===== config.mk =====
export PLATFORM = sky130hd
export DESIGN_NAME = fe_rx_symbol_path
export DESIGN_NICKNAME = d
export VERILOG_FILES = /design/src/rtl/fe_rx_pkg.sv /design/src/rtl/fe_rx_mlt3.sv /design/src/rtl/fe_rx_descram.sv /design/src/rtl/fe_rx_framer.sv /design/src/rtl/fe_rx_mii_out.sv /design/src/rtl/fe_rx_symbol_path.sv
export SDC_FILE = /design/constraint.sdc
export NUM_CORES = 1
export LEC_CHECK = 0
export BUFFER_PORTS_ARGS = -buffer_cell sky130_fd_sc_hd__buf_2
export CORE_ASPECT_RATIO = 2
export CORE_MARGIN = 2
export CORE_UTILIZATION = 37
export DETAILED_ROUTE_END_ITERATION = 6
export HOLD_SLACK_MARGIN = 0.03
export PLACE_DENSITY = 0.52
export SLEW_MARGIN = 10
export SYNTH_ARGS = -nofsm -noshare
export SYNTH_HDL_FRONTEND = slang
export SYNTH_SLANG_ARGS = --single-unit

===== constraint.sdc =====
create_clock -name clk_sym -period 1.6 [get_ports clk_sym]
set_input_delay 0.32 -clock clk_sym [delete_from_list [all_inputs] [get_ports clk_sym]]
set_output_delay 0.32 -clock clk_sym [all_outputs]
set_load 0.01 [all_outputs]

===== src/rtl/fe_rx_pkg.sv =====
package fe_rx_pkg;

  localparam int SYM_W    = 5;
  localparam int NIB_W    = 4;
  localparam int LFSR_W   = 11;
  localparam int TAP_B    = 9;
  localparam int RCLK_DIV = 5;
  localparam int RCLK_HI  = 2;

  typedef enum logic [1:0] {
    SYM_DATA = 2'd0,
    SYM_END  = 2'd1,
    SYM_BAD  = 2'd2
  } sym_kind_e;

  typedef struct packed {
    sym_kind_e          kind;
    logic [NIB_W-1:0]   nib;
  } sym_dec_t;

  localparam logic [SYM_W-1:0] CODE_J = 5'b11000;
  localparam logic [SYM_W-1:0] CODE_K = 5'b10001;
  localparam logic [SYM_W-1:0] CODE_T = 5'b01101;
  localparam logic [SYM_W-1:0] CODE_I = 5'b11111;
  localparam logic [2*SYM_W-1:0] SSD_PAT = {CODE_J, CODE_K};

  // A transition between consecutive samples carries a one.
  function automatic logic mlt3_bit(logic [1:0] prev_lvl, logic [1:0] cur_lvl);
    return prev_lvl != cur_lvl;
  endfunction

  // Key history h[k] holds the key bit from k+1 steps ago.
  function automatic logic key_next(logic [LFSR_W-1:0] h);
    return h[LFSR_W-1] ^ h[TAP_B-1];
  endfunction

  function automatic sym_dec_t sym_decode(logic [SYM_W-1:0] c);
    sym_dec_t d;
    d.kind = SYM_DATA;
    d.nib  = '0;
    case (c)
      5'b11110: d.nib = 4'h0;
      5'b01001: d.nib = 4'h1;
      5'b10100: d.nib = 4'h2;
      5'b10101: d.nib = 4'h3;
      5'b01010: d.nib = 4'h4;
      5'b01011: d.nib = 4'h5;
      5'b01110: d.nib = 4'h6;
      5'b01111: d.nib = 4'h7;
      5'b10010: d.nib = 4'h8;
      5'b10011: d.nib = 4'h9;
      5'b10110: d.nib = 4'hA;
      5'b10111: d.nib = 4'hB;
      5'b11010: d.nib = 4'hC;
      5'b11011: d.nib = 4'hD;
      5'b11100: d.nib = 4'hE;
      5'b11101: d.nib = 4'hF;
      CODE_T, CODE_I: d.kind = SYM_END;
      default: d.kind = SYM_BAD;
    endcase
    return d;
  endfunction

endpackage


===== src/rtl/fe_rx_mlt3.sv =====
module fe_rx_mlt3 (
  input  logic       clk,
  input  logic       rst_n,
  input  logic       lock,
  input  logic [1:0] lvl,
  output logic       bit_o,
  output logic       bit_vld
);
  import fe_rx_pkg::*;

  logic [1:0] prev_lvl;
  logic       have_prev;

  always_ff @(posedge clk or negedge rst_n) begin
    if (!rst_n) begin
      prev_lvl  <= 2'b00;
      have_prev <= 1'b0;
      bit_o     <= 1'b0;
      bit_vld   <= 1'b0;
    end else if (!lock) begin
      prev_lvl  <= lvl;
      have_prev <= 1'b0;
      bit_o     <= 1'b0;
      bit_vld   <= 1'b0;
    end else begin
      prev_lvl  <= lvl;
      have_prev <= 1'b1;
      bit_o     <= mlt3_bit(prev_lvl, lvl);
      bit_vld   <= have_prev;
    end
  end

endmodule


===== src/rtl/fe_rx_descram.sv =====
module fe_rx_descram #(
  parameter int SYNC_RUN = 24
) (
  input  logic clk,
  input  logic rst_n,
  input  logic lock,
  input  logic in_bit,
  input  logic in_vld,
  output logic out_bit,
  output logic out_vld,
  output logic synced
);
  import fe_rx_pkg::*;

  localparam int RUN_W = $clog2(SYNC_RUN + 1);

  logic [LFSR_W-1:0] hist;
  logic [RUN_W-1:0]  run;
  logic              pred;
  logic              idle_key;
  logic              agree;

  assign pred     = key_next(hist);
  assign idle_key = ~in_bit;          // idle plain bits are all ones
  assign agree    = (pred == idle_key);

  always_ff @(posedge clk or negedge rst_n) begin
    if (!rst_n) begin
      hist    <= '0;
      run     <= '0;
      synced  <= 1'b0;
      out_bit <= 1'b0;
      out_vld <= 1'b0;
    end else if (!lock) begin
      hist    <= '0;
      run     <= '0;
      synced  <= 1'b0;
      out_bit <= 1'b0;
      out_vld <= 1'b0;
    end else if (in_vld) begin
      if (synced) begin
        hist    <= {hist[LFSR_W-2:0], pred};
        out_bit <= in_bit ^ pred;
        out_vld <= 1'b1;
      end else begin
        hist    <= {hist[LFSR_W-2:0], idle_key};
        out_vld <= 1'b0;
        if (!agree) begin
          run <= '0;
        end else if (run == RUN_W'(SYNC_RUN - 1)) begin
          synced <= 1'b1;
        end else begin
          run <= run + 1'b1;
        end
      end
    end else begin
      out_vld <= 1'b0;
    end
  end

  AST_SYNC_ONLY_ON_AGREE: assert property (@(posedge clk) disable iff (!rst_n)
    (lock && !synced && !(in_vld && agree)) |=> !synced);

endmodule


===== src/rtl/fe_rx_framer.sv =====
module fe_rx_framer #(
  parameter int CRS_HOLD = 14
) (
  input  logic                clk,
  input  logic                rst_n,
  input  logic                lock,
  input  logic                bit_i,
  input  logic                vld_i,
  output logic                crs,
  output logic                sym_stb,
  output fe_rx_pkg::sym_dec_t sym,
  output logic                aligned
);
  import fe_rx_pkg::*;

  localparam int HOLD_W = $clog2(CRS_HOLD + 1);
  localparam int PH_W   = $clog2(SYM_W);

  logic [2*SYM_W-2:0] sh;
  logic [2*SYM_W-1:0] sh_n;
  logic [PH_W-1:0]    ph;
  logic [HOLD_W-1:0]  hold;
  logic               crs_raw;
  logic               ssd_hit;
  logic               sym_done;
  sym_dec_t           dec_n;

  assign sh_n     = {sh, bit_i};
  assign ssd_hit  = vld_i && !aligned && (sh_n == SSD_PAT);
  assign sym_done = vld_i && aligned && (ph == PH_W'(SYM_W - 1));
  assign dec_n    = sym_decode(sh_n[SYM_W-1:0]);

  always_ff @(posedge clk or negedge rst_n) begin
    if (!rst_n) begin
      sh      <= '0;
      ph      <= '0;
      hold    <= '0;
      crs_raw <= 1'b0;
      crs     <= 1'b0;
      aligned <= 1'b0;
      sym_stb <= 1'b0;
      sym     <= '0;
    end else if (!lock) begin
      sh      <= '0;
      ph      <= '0;
      hold    <= '0;
      crs_raw <= 1'b0;
      crs     <= 1'b0;
      aligned <= 1'b0;
      sym_stb <= 1'b0;
      sym     <= '0;
    end else begin
      sym_stb <= 1'b0;
      crs     <= crs_raw;
      if (vld_i) sh <= sh_n[2*SYM_W-2:0];
      if (hold != '0) begin
        hold <= hold - 1'b1;
        if (hold == HOLD_W'(1)) crs_raw <= 1'b0;
      end
      if (ssd_hit) begin
        aligned <= 1'b1;
        ph      <= '0;
        crs_raw <= 1'b1;
        hold    <= '0;
      end else if (sym_done) begin
        ph      <= '0;
        sym_stb <= 1'b1;
        sym     <= dec_n;
        if (dec_n.kind == SYM_END) begin
          aligned <= 1'b0;
          hold    <= HOLD_W'(CRS_HOLD);
        end
      end else if (aligned && vld_i) begin
        ph <= ph + 1'b1;
      end
    end
  end

  AST_STROBE_NEEDS_ALIGN: assert property (@(posedge clk) disable iff (!rst_n)
    sym_stb |-> $past(aligned));

  AST_CRS_HELD_IN_FRAME: assert property (@(posedge clk) disable iff (!rst_n)
    (lock && aligned && crs_raw) |=> crs);

endmodule


===== src/rtl/fe_rx_mii_out.sv =====
module fe_rx_mii_out (
  input  logic                         clk,
  input  logic                         rst_n,
  input  logic                         lock,
  input  logic                         sym_stb,
  input  fe_rx_pkg::sym_dec_t          sym,
  output logic                         rx_clk,
  output logic [fe_rx_pkg::NIB_W-1:0]  rxd,
  output logic                         rx_dv,
  output logic                         rx_er,
  output logic                         fall_evt
);
  import fe_rx_pkg::*;

  localparam int DIV_W = $clog2(RCLK_DIV);

  logic [DIV_W-1:0] div;
  logic [DIV_W-1:0] div_n;
  logic [NIB_W-1:0] h_nib;
  logic             h_dv;
  logic             h_er;

  assign div_n    = (div == DIV_W'(RCLK_DIV - 1)) ? '0 : div + 1'b1;
  assign fall_evt = (div == DIV_W'(RCLK_HI - 1));

  always_ff @(posedge clk or negedge rst_n) begin
    if (!rst_n) begin
      div    <= '0;
      rx_clk <= 1'b0;
    end else begin
      div    <= div_n;
      rx_clk <= (div_n < DIV_W'(RCLK_HI));
    end
  end

  always_ff @(posedge clk or negedge rst_n) begin
    if (!rst_n) begin
      h_nib <= '0;
      h_dv  <= 1'b0;
      h_er  <= 1'b0;
      rxd   <= '0;
      rx_dv <= 1'b0;
      rx_er <= 1'b0;
    end else if (!lock) begin
      h_nib <= '0;
      h_dv  <= 1'b0;
      h_er  <= 1'b0;
      rxd   <= '0;
      rx_dv <= 1'b0;
      rx_er <= 1'b0;
    end else begin
      if (sym_stb) begin
        unique case (sym.kind)
          SYM_DATA: begin h_nib <= sym.nib; h_dv <= 1'b1; h_er <= 1'b0; end
          SYM_BAD:  begin h_nib <= '0;      h_dv <= 1'b1; h_er <= 1'b1; end
          default:  begin h_nib <= '0;      h_dv <= 1'b0; h_er <= 1'b0; end
        endcase
      end
      if (fall_evt) begin
        rxd   <= h_nib;
        rx_dv <= h_dv;
        rx_er <= h_er;
      end
    end
  end

  AST_LAUNCH_ON_FALL: assert property (@(posedge clk) disable iff (!rst_n)
    (lock && !fall_evt) |=> ($stable(rxd) && $stable(rx_dv) && $stable(rx_er)));

  AST_CLK_LOW_AFTER_FALL: assert property (@(posedge clk) disable iff (!rst_n)
    $fell(rx_clk) |=> !rx_clk);

  AST_ER_INSIDE_DV: assert property (@(posedge clk) disable iff (!rst_n)
    rx_er |-> rx_dv);

endmodule


===== src/rtl/fe_rx_symbol_path.sv =====
module fe_rx_symbol_path #(
  parameter int SYNC_RUN = 24,
  parameter int CRS_HOLD = 14
) (
  input  logic       clk_sym,
  input  logic       rst_n,
  input  logic       lock,
  input  logic [1:0] mlt3_lvl,
  output logic       rx_clk,
  output logic [3:0] rxd,
  output logic       rx_dv,
  output logic       rx_er,
  output logic       crs
);
  import fe_rx_pkg::*;

  logic     code_bit, code_vld;
  logic     plain_bit, plain_vld;
  logic     synced;
  logic     aligned;
  logic     sym_stb;
  sym_dec_t sym;
  logic     fall_evt;

  fe_rx_mlt3 u_mlt3 (
    .clk(clk_sym), .rst_n(rst_n), .lock(lock), .lvl(mlt3_lvl),
    .bit_o(code_bit), .bit_vld(code_vld)
  );

  fe_rx_descram #(.SYNC_RUN(SYNC_RUN)) u_dsc (
    .clk(clk_sym), .rst_n(rst_n), .lock(lock),
    .in_bit(code_bit), .in_vld(code_vld),
    .out_bit(plain_bit), .out_vld(plain_vld), .synced(synced)
  );

  fe_rx_framer #(.CRS_HOLD(CRS_HOLD)) u_frm (
    .clk(clk_sym), .rst_n(rst_n), .lock(lock),
    .bit_i(plain_bit), .vld_i(plain_vld),
    .crs(crs), .sym_stb(sym_stb), .sym(sym), .aligned(aligned)
  );

  fe_rx_mii_out u_out (
    .clk(clk_sym), .rst_n(rst_n), .lock(lock),
    .sym_stb(sym_stb), .sym(sym),
    .rx_clk(rx_clk), .rxd(rxd), .rx_dv(rx_dv), .rx_er(rx_er),
    .fall_evt(fall_evt)
  );

  AST_ALIGN_NEEDS_SYNC: assert property (@(posedge clk_sym) disable iff (!rst_n)
    aligned |-> synced);

  AST_LOCK_BLOCKS_OUT: assert property (@(posedge clk_sym) disable iff (!rst_n)
    !lock |=> (!rx_dv && !rx_er && !crs && rxd == 4'h0));

  AST_DV_UNDER_CRS: assert property (@(posedge clk_sym) disable iff (!rst_n)
    rx_dv |-> crs);

  AST_FALL_MATCHES_CLK: assert property (@(posedge clk_sym) disable iff (!rst_n)
    fall_evt |=> !rx_clk);

endmodule


==> reports/metrics.csv, run 1 <==
stage,metric,value,unit
status,status,"complete, no violations",
sta,skew final,0.00493,ns
worst_setup_path,r2r worst-path depth,4,
flow_run,max cap viols,0,
die,Die Width,67.8,microns
clock_tree,Sink Count,66,
synth,Post-Synth XOR/XNOR Area,3.66,%
hold_path,Hold WC Path Type,input pin to register,
pwr,Internal Power,2.90,mW
placement,Cells after DPL,402,
pwr,Switch Pwr,0.792,mW
clock_tree,CTS root buffer,clkbuf_16,
hold_path,hold path depth,1,
detailed_routing,DRT Pass-1 Iters,4,
hold_path,hold path start,mlt3_lvl[0],
detailed_routing,Routed wire per std cell,13.9,microns
global_route,number of global-route vias before repair,2178,
clock_tree,Clock transition at path regs,0.05,ns
die,chip height,132,microns
worst_setup_path,Setup crit end kind,register,
synth,"Distinct cells, synth",38,
worst_setup_path,Crit path required time,1.86,ns
clock_tree,CTS HTree Levels,3,
synth,Yosys warning total,0,
sta,endpoints failing setup,0,
detailed_routing,DRC viols,0,
synth,Synth Area in Compound Gates,8.68,%
synth,Post-synth top flop,dfrtp_1,
placement,I/O Buffers,12,
synth,"FFs w/ async S/R, synth",100,%
sta,Final Critical Period,1.55,ns
clock_tree,Skew-Pair Late Insertion Delay,0.33,ns
synth,cell with the most instances after synthesis,dfrtp_1,
global_route,global-route wire length before repair,10.1,mm
synth,Synth Area in Simple Gates,16.7,%
sta,RSZ-0062 raised after global routing,yes,
layout,final std cells w/o fill,419,
sta,Max Freq,644,MHz
layout,share of cells above drive strength 1,16.4,%
sta,Fin. Hold Viols,0,
synth,number of flops mapped to enable cells by yosys,0,
synth,post-synth top area share,54.8,%
sta,Relative slew margins,72.8,%
placement,Post-DP Area,3300,sq um
worst_setup_path,Crit Path Max Fanout,3,
worst_setup_path,Worst EP arrival,1.81,ns
die,initial core utilization,37.9,%
clock_tree,CTS tree,yes,
clock_tree,clk buf depth,2,
synth,largest family of logic cells by synthesized area,simple AND/OR/NAND/NOR gates,
detailed_routing,Post-Route WL,5.83,mm
synth,post-synth top area cell,dfrtp_1,
pwr,Comb pwr share,3.7,%
pwr,peak supply drop,0.000694,V
sta,period utilisation layout,97.0,%
global_route,initial antenna violation count,0,
sta,Final Max Tran Viols,0,
die,num rows,46,
sta,Worst Tran Pin Value,0.407,ns
placement,routability-driven placement congestion ratio,0.802,
pwr,Net Sw Frac,21.5,%
detailed_routing,vias,2083,
synth,Mapped Cells,289,
pwr,register share of total power,45.9,%
synth,Syn Area/Cell,10.4,sq um
die,# IOs,13,
synth,mapped cell area,3010,sq um
synth,"top cells by area, synth","dfrtp_1, mux2i_1, a21oi_1, nor2_1, ha_1",
synth,Syn Nets,302,
clock_tree,cts bufs inserted,9,
clock_tree,setup bufs post-CTS,0,
synth,fraction of the mapped netlist area in adder cells,3.32,%
placement,hpwl dp,4.27,mm
detailed_routing,number of DRC markers in iteration 0,98,
layout,final instance area,3610,sq um
detailed_routing,remaining antenna violation count after routing,0,
hold_path,Worst Hold End,u_mlt3.prev_lvl[0]$_DFF_PN0_,
synth,most frequent cells after synthesis,"dfrtp_1, nor2_1, a21oi_1, mux2i_1, nand2_1",
sta,setup_tns,0,ns
global_route,gr usage total,15.3,%
die,Die ar.,8920,sq um
die,core area,7940,sq um
layout,synthesis-to-finish area growth,19.9,%
synth,flop and latch count out of synthesis,66,
worst_setup_path,worst reg2reg endpoint,u_dsc.run[3]$_DFFE_PN0P_,
synth,register area share after synthesis,54.8,%
worst_setup_path,critical path class,register to register,
layout,ANT cells,0,
global_route,gr ovfl total,0,
global_route,largest net degree at the start of global routing,34,
pwr,Lkg Pwr,1.63,nW
layout,Nets,331,
worst_setup_path,crit start category,register,
worst_setup_path,origin of the critical flop-to-flop path,u_dsc.hist[10]$_DFFE_PN0P_,
synth,post-synthesis mux area share,9.35,%
pwr,Clk pwr share,50.4,%
pwr,Pwr Density,1020,nW/um^2
worst_setup_path,r2r setup slk,0.05,ns
detailed_routing,DR vias/cell,4.97,
-- power groups by stage --
stage                     Clock, mW  Combinational [mW]  Sequential, mW
after floorplan                   0              0.0634            1.72
after detailed placement          0               0.141            1.72
final                          1.86               0.137            1.69
after global routing           1.98               0.159            1.69
after global placement            0               0.138            1.72
after CTS                      1.92               0.143            1.69
-- worst max-delay path by stage --
stage               cells past startpoint                       end                  startpoint  slack, ns
floorplan                               4  u_dsc.run[3]$_DFFE_PN0P_  u_dsc.hist[10]$_DFFE_PN0P_       0.05
global placement                        4  u_dsc.run[3]$_DFFE_PN0P_  u_dsc.hist[10]$_DFFE_PN0P_       0.06
detailed placement                      4  u_dsc.run[3]$_DFFE_PN0P_  u_dsc.hist[10]$_DFFE_PN0P_       0.04
CTS                                     4  u_dsc.run[3]$_DFFE_PN0P_  u_dsc.hist[10]$_DFFE_PN0P_       0.02
global route                            4  u_dsc.run[3]$_DFFE_PN0P_  u_dsc.hist[10]$_DFFE_PN0P_     -0.004
finish                                  4  u_dsc.run[3]$_DFFE_PN0P_  u_dsc.hist[10]$_DFFE_PN0P_       0.05
-- critical path, cell delays in order (launching register included) --
cell,delay (ns)
dfrtp_1,0.34
xnor3_1,0.40
nand2b_4,0.16
or4_4,0.51
o21ai_2,0.06
-- metrics by stage --
step / hold slack [ns] / total power, mW / setup WS, ns / util, %
4_1_cts: 0.109 / 3.76 / 0.0228 / 45.3
2_1_floorplan: 0.0244 / 1.78 / 0.0455 / -
6_report: 0.119 / 3.69 / 0.0476 / 45.4
3_3_place_gp: 0.263 / 1.86 / 0.0577 / 41.5
5_1_grt: 0.124 / 3.84 / -0.00352 / 45.4
3_5_place_dp: 0.273 / 1.86 / 0.0401 / 41.5
-- area by class of cell --
| type | count | area [sq um] |
|---|---|---|
| clock buffer | 12 | 267 |
| clock inverter | 4 | 25.0 |
| fill | 794 | 4330 |
| inverter | 13 | 48.8 |
| multi-input combinational | 195 | 1260 |
| sequential | 66 | 1650 |
| tap | 96 | 120 |
| timing repair buffer | 33 | 233 |
-- cell usage in the layout, fill, tap and decap left out, types with 2 or more instances in the layout --
cell        count
a211oi_1        2
a21oi_1        27
and2_1          6
buf_2          12
buf_4          19
clkbuf_16       9
clkbuf_8        3
clkinv_2        2
clkinvlp_4      2
dfrtp_1        66
ha_1            7
inv_1          12
mux2i_1        27
nand2_1        20
nand2b_1        9
nand3_1        12
nand4_1         4
nand4b_1        2
nor2_1         36
nor3_1          2
o211ai_1        2
o21ai_0         7
o21ai_1         3
o41ai_1         2
xnor2_1         9
-- repair_timing --
action | in CTS | in global routing
hold buffers | 1 | 0
endpoints found under the setup margin | 0 | 3
hold endpoints to repair | 13 | 0
resized for setup | 0 | 4
-- flip-flops by register name (all words and copies together) (netlist names), 3 cells and up --
signal and count:
u_out.rxd 4, u_out.div 3, u_out.h_nib 4, u_frm.ph 3, u_dsc.hist 11, u_dsc.run 5
u_frm.sh 9, u_frm.sym 6, u_frm.hold 4
-- per-layer routing --
| layer | track usage, % | part of all wire [%] | wire (microns) | vias up |
|---|---|---|---|---|
| met4 | 8.89 | 3.1 | 181 | 0 |
| li1 | - | - | - | 1045 |
| met2 | 27.0 | 57 | 3310 | 24 |
| met3 | 4.11 | 2.5 | 144 | 12 |
| met5 | 0 | 0 | 0 | - |
| met1 | 15.2 | 38 | 2190 | 1002 |
-- logic make-up after synthesis --
| kind of cell | count (synthesis) |
|---|---|
| flip-flops | 66 |
| XOR/XNOR | 11 |
| AND/OR/NAND/NOR | 101 |
| buffers and inverters | 28 |
| AO/OA/AOI/OAI | 47 |
| adder cells (fa/ha/maj) | 8 |
| multiplexers | 28 |
Power figures use the tool's default switching activity.
==> run 2: changes to the inputs <==
==> constraint.sdc (replaced) <==
create_clock -name clk_sym -period 1.6 [get_ports clk_sym]
set_input_delay 0.16 -clock clk_sym [delete_from_list [all_inputs] [get_ports clk_sym]]
set_output_delay 0.16 -clock clk_sym [all_outputs]
set_load 0.01 [all_outputs]
==> run 2 against run 1 <==
Against the previous run: fmax increased by 0.60%; power increased by 6.9%; sequential power about the same; clock power increased by 14%.
==> reports/metrics.csv, run 2 (synthesized netlist as in run 1, its figures left out) <==
stage,metric,value,unit
die,core area,7940,sq um
clock_tree,CTS root buffer,clkbuf_16,
detailed_routing,DRT Pass-1 Iters,4,
worst_setup_path,crit start category,register,
hold_path,hold path depth,3,
clock_tree,CTS HTree Levels,3,
die,Die Width,67.8,microns
worst_setup_path,worst reg2reg endpoint,u_dsc.run[3]$_DFFE_PN0P_,
status,status,"complete, no violations",
sta,setup ws final,0.0568,ns
layout,synthesis-to-finish area growth,21.5,%
clock_tree,CTS tree,yes,
hold_path,hold path start,lock,
global_route,gr ovfl total,0,
sta,Worst Tran Pin Value,0.413,ns
detailed_routing,Post-Route WL,5.73,mm
sta,RSZ-0062 raised after global routing,yes,
worst_setup_path,r2r setup slk,0.06,ns
detailed_routing,number of DRC markers in iteration 0,79,
detailed_routing,DR vias/cell,4.96,
clock_tree,Skew-Pair Late Insertion Delay,0.33,ns
layout,ANT cells,0,
layout,Util after Layout,46.1,%
die,initial core utilization,37.9,%
clock_tree,Sink Count,66,
layout,"most common cell after layout, fill and taps aside",dfrtp_1,
detailed_routing,vias,2073,
sta,Final Critical Period,1.54,ns
sta,Max Freq,648,MHz
worst_setup_path,Crit Path Max Fanout,3,
clock_tree,clk buf depth,2,
global_route,gr usage total,15.0,%
layout,fillcell total,769,
worst_setup_path,Worst EP arrival,1.81,ns
sta,skew final,0.00712,ns
sta,final hold slack,0.162,ns
hold_path,Hold WC Path Type,input pin to register,
placement,I/O Buffers,12,
placement,pre-CTS WS,0.0583,ns
placement,routability-driven placement congestion ratio,0.778,
worst_setup_path,critical path class,register to register,
die,Die ar.,8920,sq um
global_route,initial antenna violation count,0,
global_route,number of global-route vias before repair,2146,
sta,Fin. Hold Viols,0,
detailed_routing,remaining antenna violation count after routing,0,
die,chip height,132,microns
sta,period utilisation layout,96.4,%
sta,setup_tns,0,ns
clock_tree,cts bufs inserted,9,
die,num rows,46,
worst_setup_path,origin of the critical flop-to-flop path,u_dsc.hist[8]$_DFFE_PN0P_,
sta,Relative slew margins,72.4,%
layout,Largest regs,"u_dsc.hist: 11 flops, u_frm.sh: 9 flops, u_frm.sym: 6 flops",
pwr,Pwr Density,1080,nW/um^2
flow_run,max cap viols,0,
worst_setup_path,Setup crit end kind,register,
sta,endpoints failing setup,0,
worst_setup_path,r2r worst-path depth,4,
layout,Nets,330,
layout,most frequent cells in the layout,"dfrtp_1, nor2_1, a21oi_1, mux2i_1, nand2_1",
detailed_routing,Routed wire per std cell,13.7,microns
worst_setup_path,Crit path required time,1.86,ns
sta,Final Max Tran Viols,0,
detailed_routing,DRC viols,0,
clock_tree,Clock transition at path regs,0.06,ns
global_route,largest net degree at the start of global routing,54,
pwr,Lkg Pwr,1.64,nW
placement,hpwl dp,4.10,mm
pwr,peak supply drop,0.000557,V
hold_path,Worst Hold End,u_dsc.out_bit$_DFFE_PN0P_,
clock_tree,setup bufs post-CTS,0,
layout,max FFs per register,11,
layout,share of cells above drive strength 1,16.8,%
layout,Top reg by flops,u_dsc.hist,
die,# IOs,13,
global_route,global-route wire length before repair,9.96,mm
==> run 2: cell types whose count changed in the layout (fill, tap and decap cells not counted), sizes merged <==
cell         delta
clkbuf          -2
bufinv          +2
dlygate4sd3     +2
clkinv          +1
buf             -3
clkinvlp        -1
==> run 2: worst max-delay path by stage <==
| stage | depth (start not counted) | start | endpoint |
|---|---|---|---|
| after floorplan | 4 | u_dsc.hist[10]$_DFFE_PN0P_ | u_dsc.run[3]$_DFFE_PN0P_ |
| after global placement | 4 | u_dsc.hist[10]$_DFFE_PN0P_ | u_dsc.run[3]$_DFFE_PN0P_ |
| after detailed placement | 4 | u_dsc.hist[8]$_DFFE_PN0P_ | u_dsc.run[3]$_DFFE_PN0P_ |
| after CTS | 4 | u_dsc.hist[8]$_DFFE_PN0P_ | u_dsc.run[3]$_DFFE_PN0P_ |
| after global routing | 6 | u_frm.ph[0]$_DFFE_PN0P_ | u_frm.aligned$_DFFE_PN0P_ |
| final | 4 | u_dsc.hist[8]$_DFFE_PN0P_ | u_dsc.run[3]$_DFFE_PN0P_ |
==> run 2: repair_timing <==
action                                  CTS  global route
hold buffers                              3             0
gates resized for setup                   0             8
endpoints found under the setup margin    0             5
endpoints found under the hold margin    15             0
==> run 2: metal layers <==
metal | GRT usage [%] | wire length [microns] | vias to the layer above
met5 | 0 | 0 | -
met4 | 8.00 | 161 | 0
met3 | 3.85 | 130 | 13
met2 | 26.4 | 3230 | 21
met1 | 15.4 | 2210 | 998
li1 | - | - | 1041
==> run 2: stage by stage <==
stage	instances	total power [mW]	instance area, sq um
after floorplan	289	1.78	3010
after detailed placement	399	1.86	3280
after global placement	399	1.86	3280
final	418	3.95	3660
after CTS	418	4.01	3630
after global routing	418	4.10	3660
==> run 2: worst max-delay path: stages (launching register included) <==
cell	delay, ns
dfrtp_1	0.39
xnor3_1	0.35
nand2b_4	0.16
or4_4	0.50
o21ai_1	0.08
==> run 2: layout make-up <==
| type | count | area [sq um] | area share, % |
|---|---|---|---|
| Clock buffer | 10 | 239 | 6.53 |
| Inverter | 13 | 48.8 | 1.33 |
| Clock inverter | 6 | 90.1 | 2.46 |
| Sequential cell | 66 | 1650 | 45.1 |
| Timing Repair Buffer | 32 | 230 | 6.29 |
| Tap cell | 96 | 120 | 3.28 |
| Multi-Input combinational cell | 195 | 1280 | 35.0 |
==> run 2: power breakdown <==
group	switching, mW	leakage (nW)	internal, mW
combinational	0.0892	0.572	0.0474
sequential	0.00993	0.907	1.68
clock	0.710	0.159	1.41
==> run 3: changes to the inputs <==
- SETUP_SLACK_MARGIN: unset -> 0.2
==> run 3 against run 2 <==
Against the previous run: design area increased by 5.4%; power increased by 3.6%; via count increased by 4.6%; register-to-register slack improved by 0.04 ns; first-iteration DRC count increased by 58%; non-clock buffer count increased by 18; worst setup slack improved by 0.040 ns; combinational power increased by 18%; critical path type unchanged; largest cell class unchanged.
==> reports/metrics.csv, run 3 (synthesized netlist as in run 1, its figures left out) <==
stage,metric,value,unit
layout,"most common cell after layout, fill and taps aside",dfrtp_1,
layout,share of cells above drive strength 1,23.8,%
clock_tree,clk buf depth,2,
pwr,Pwr Density,1060,nW/um^2
detailed_routing,number of DRC markers in iteration 0,125,
placement,hpwl dp,4.09,mm
worst_setup_path,Setup crit end kind,register,
layout,Top reg by flops,u_dsc.hist,
layout,most frequent cells in the layout,"dfrtp_1, nor2_1, buf_4, a21oi_1, mux2i_1",
clock_tree,Sink Count,66,
worst_setup_path,critical-path cell list,ha_2 > nand4b_1 > nand4_1 > or4_1 > o21ai_1,
detailed_routing,DR vias/cell,4.97,
placement,Post-DP Area,3270,sq um
worst_setup_path,critical path class,register to register,
sta,Max Freq,665,MHz
sta,Fin. Hold Viols,0,
sta,RSZ-0062 raised after global routing,yes,
global_route,global-route wire length before repair,10.7,mm
global_route,gr usage total,16.1,%
flow_run,max cap viols,0,
worst_setup_path,Top delay family on crit path,simple AND/OR/NAND/NOR gates,
global_route,largest net degree at the start of global routing,67,
placement,routability-driven placement congestion ratio,0.759,
die,# IOs,13,
sta,skew final,0.00493,ns
layout,ANT cells,0,
sta,Final Max Tran Viols,0,
placement,Cells after DPL,398,
worst_setup_path,largest stage delay on the critical path,0.52,ns
sta,period utilisation layout,93.9,%
detailed_routing,Routed wire per std cell,14.2,microns
global_route,number of global-route vias before repair,2322,
die,Die Width,67.8,microns
clock_tree,Skew-Pair Late Insertion Delay,0.33,ns
clock_tree,CTS tree,yes,
worst_setup_path,Crit path required time,1.86,ns
detailed_routing,DRT Pass-1 Iters,4,
pwr,Lkg Pwr,1.75,nW
detailed_routing,remaining antenna violation count after routing,0,
status,status,"complete, no violations",
die,chip height,132,microns
global_route,initial antenna violation count,0,
layout,max FFs per register,11,
detailed_routing,Post-Route WL,6.19,mm
detailed_routing,vias,2168,
sta,Worst Tran Pin Value,0.367,ns
clock_tree,Clock transition at path regs,0.05,ns
clock_tree,CTS root buffer,clkbuf_16,
placement,pre-CTS WS,0.0588,ns
layout,synthesis-to-finish area growth,28.0,%
detailed_routing,DRC viols,0,
worst_setup_path,crit start category,register,
clock_tree,CTS HTree Levels,3,
die,initial core utilization,37.9,%
die,core area,7940,sq um
worst_setup_path,CP max-delay cell,or4_1,
worst_setup_path,Crit Path Max Fanout,2,
layout,Largest regs,"u_dsc.hist: 11 flops, u_frm.sh: 9 flops, u_frm.sym: 6 flops",
sta,endpoints failing setup,0,
layout,fillcell total,740,
layout,final std cells w/o fill,436,
layout,final instance area,3850,sq um
sta,setup ws final,0.0970,ns
sta,Relative slew margins,75.5,%
pwr,peak supply drop,0.000573,V
hold_path,Hold WC Path Type,input pin to register,
sta,Final Critical Period,1.50,ns
sta,setup_tns,0,ns
worst_setup_path,Worst EP arrival,1.76,ns
layout,Nets,348,
die,Die ar.,8920,sq um
global_route,gr ovfl total,0,
clock_tree,cts bufs inserted,9,
placement,I/O Buffers,12,
die,num rows,46,
worst_setup_path,WP buf/inv,0,
-- run 3: cell types whose count changed in the layout (fill, tap and decap cells not counted), moves of 2 or more --
cell	delta
buf_4	+18
inv_1	-2
inv_2	+2
o21ai_0	-2
o21ai_1	+2
-- run 3: area by class of cell --
cell class	instances	area (sq um)	share of cell area (%)
sequential	66	1650	42.8
multi-input combinational	195	1330	34.4
timing repair buffer	50	365	9.48
clock buffer	9	225	5.84
tap	96	120	3.12
clock inverter	7	118	3.05
inverter	13	48.8	1.27
-- run 3: worst min-delay path: stages --
cell and delay [ns]:
buf_2 0.11, clkinv_1 0.12, o41ai_2 0.09
-- run 3: repair_timing --
action	in CTS	in global routing
hold buffers	3	0
gates resized for setup	13	7
pin swaps	8	9
setup endpoints to repair	14	19
hold endpoints to repair	68	0
buffers inserted	13	6
-- run 3: path summary, 6_finish.rpt --
path	startpoint	to	slack, ns	depth (start not counted)
min reg2reg	u_mlt3.have_prev$_DFF_PN0_	u_mlt3.bit_vld$_DFF_PN0_	0.46	1
max in group asynchronous	rst_n	u_frm.sh[1]$_DFFE_PN0P_	0.92	3
min	lock	u_dsc.synced$_DFFE_PN0P_	0.18	3
min in group asynchronous	rst_n	u_frm.hold[3]$_DFF_PN0_	0.37	3
max reg2reg	u_dsc.run[0]$_DFFE_PN0P_	u_dsc.run[3]$_DFFE_PN0P_	0.1	5
max	u_dsc.run[0]$_DFFE_PN0P_	u_dsc.run[3]$_DFFE_PN0P_	0.1	5
-- run 3: per-stage QoR --
stage / hold slack [ns] / util [%] / total power, mW
finish: 0.185 / 48.5 / 4.09
global route: 0.182 / 48.5 / 4.25
CTS: 0.173 / 47.5 / 4.15
global placement: 0.207 / 41.2 / 1.86
detailed placement: 0.208 / 41.2 / 1.86
floorplan: -0.136 / - / 1.79
-- run 3: metal layers --
metal / wire length (microns) / share of wire [%] / global-route usage [%] / vias to the layer above
li1: - / - / - / 1076
met5: 0 / 0 / 0 / -
met3: 147 / 2.4 / 4.62 / 11
met2: 3520 / 57 / 28.6 / 19
met4: 136 / 2.2 / 7.00 / 0
met1: 2390 / 39 / 16.7 / 1062
-- run 3: where the power goes --
| group | total [mW] | switching (mW) | internal, mW | leakage, nW |
|---|---|---|---|---|
| Clock | 2.24 | 0.718 | 1.52 | 0.169 |
| Sequential | 1.69 | 0.00720 | 1.68 | 0.907 |
| Combinational | 0.161 | 0.0989 | 0.0623 | 0.675 |
| Total | 4.09 | 0.824 | 3.27 | 1.75 |
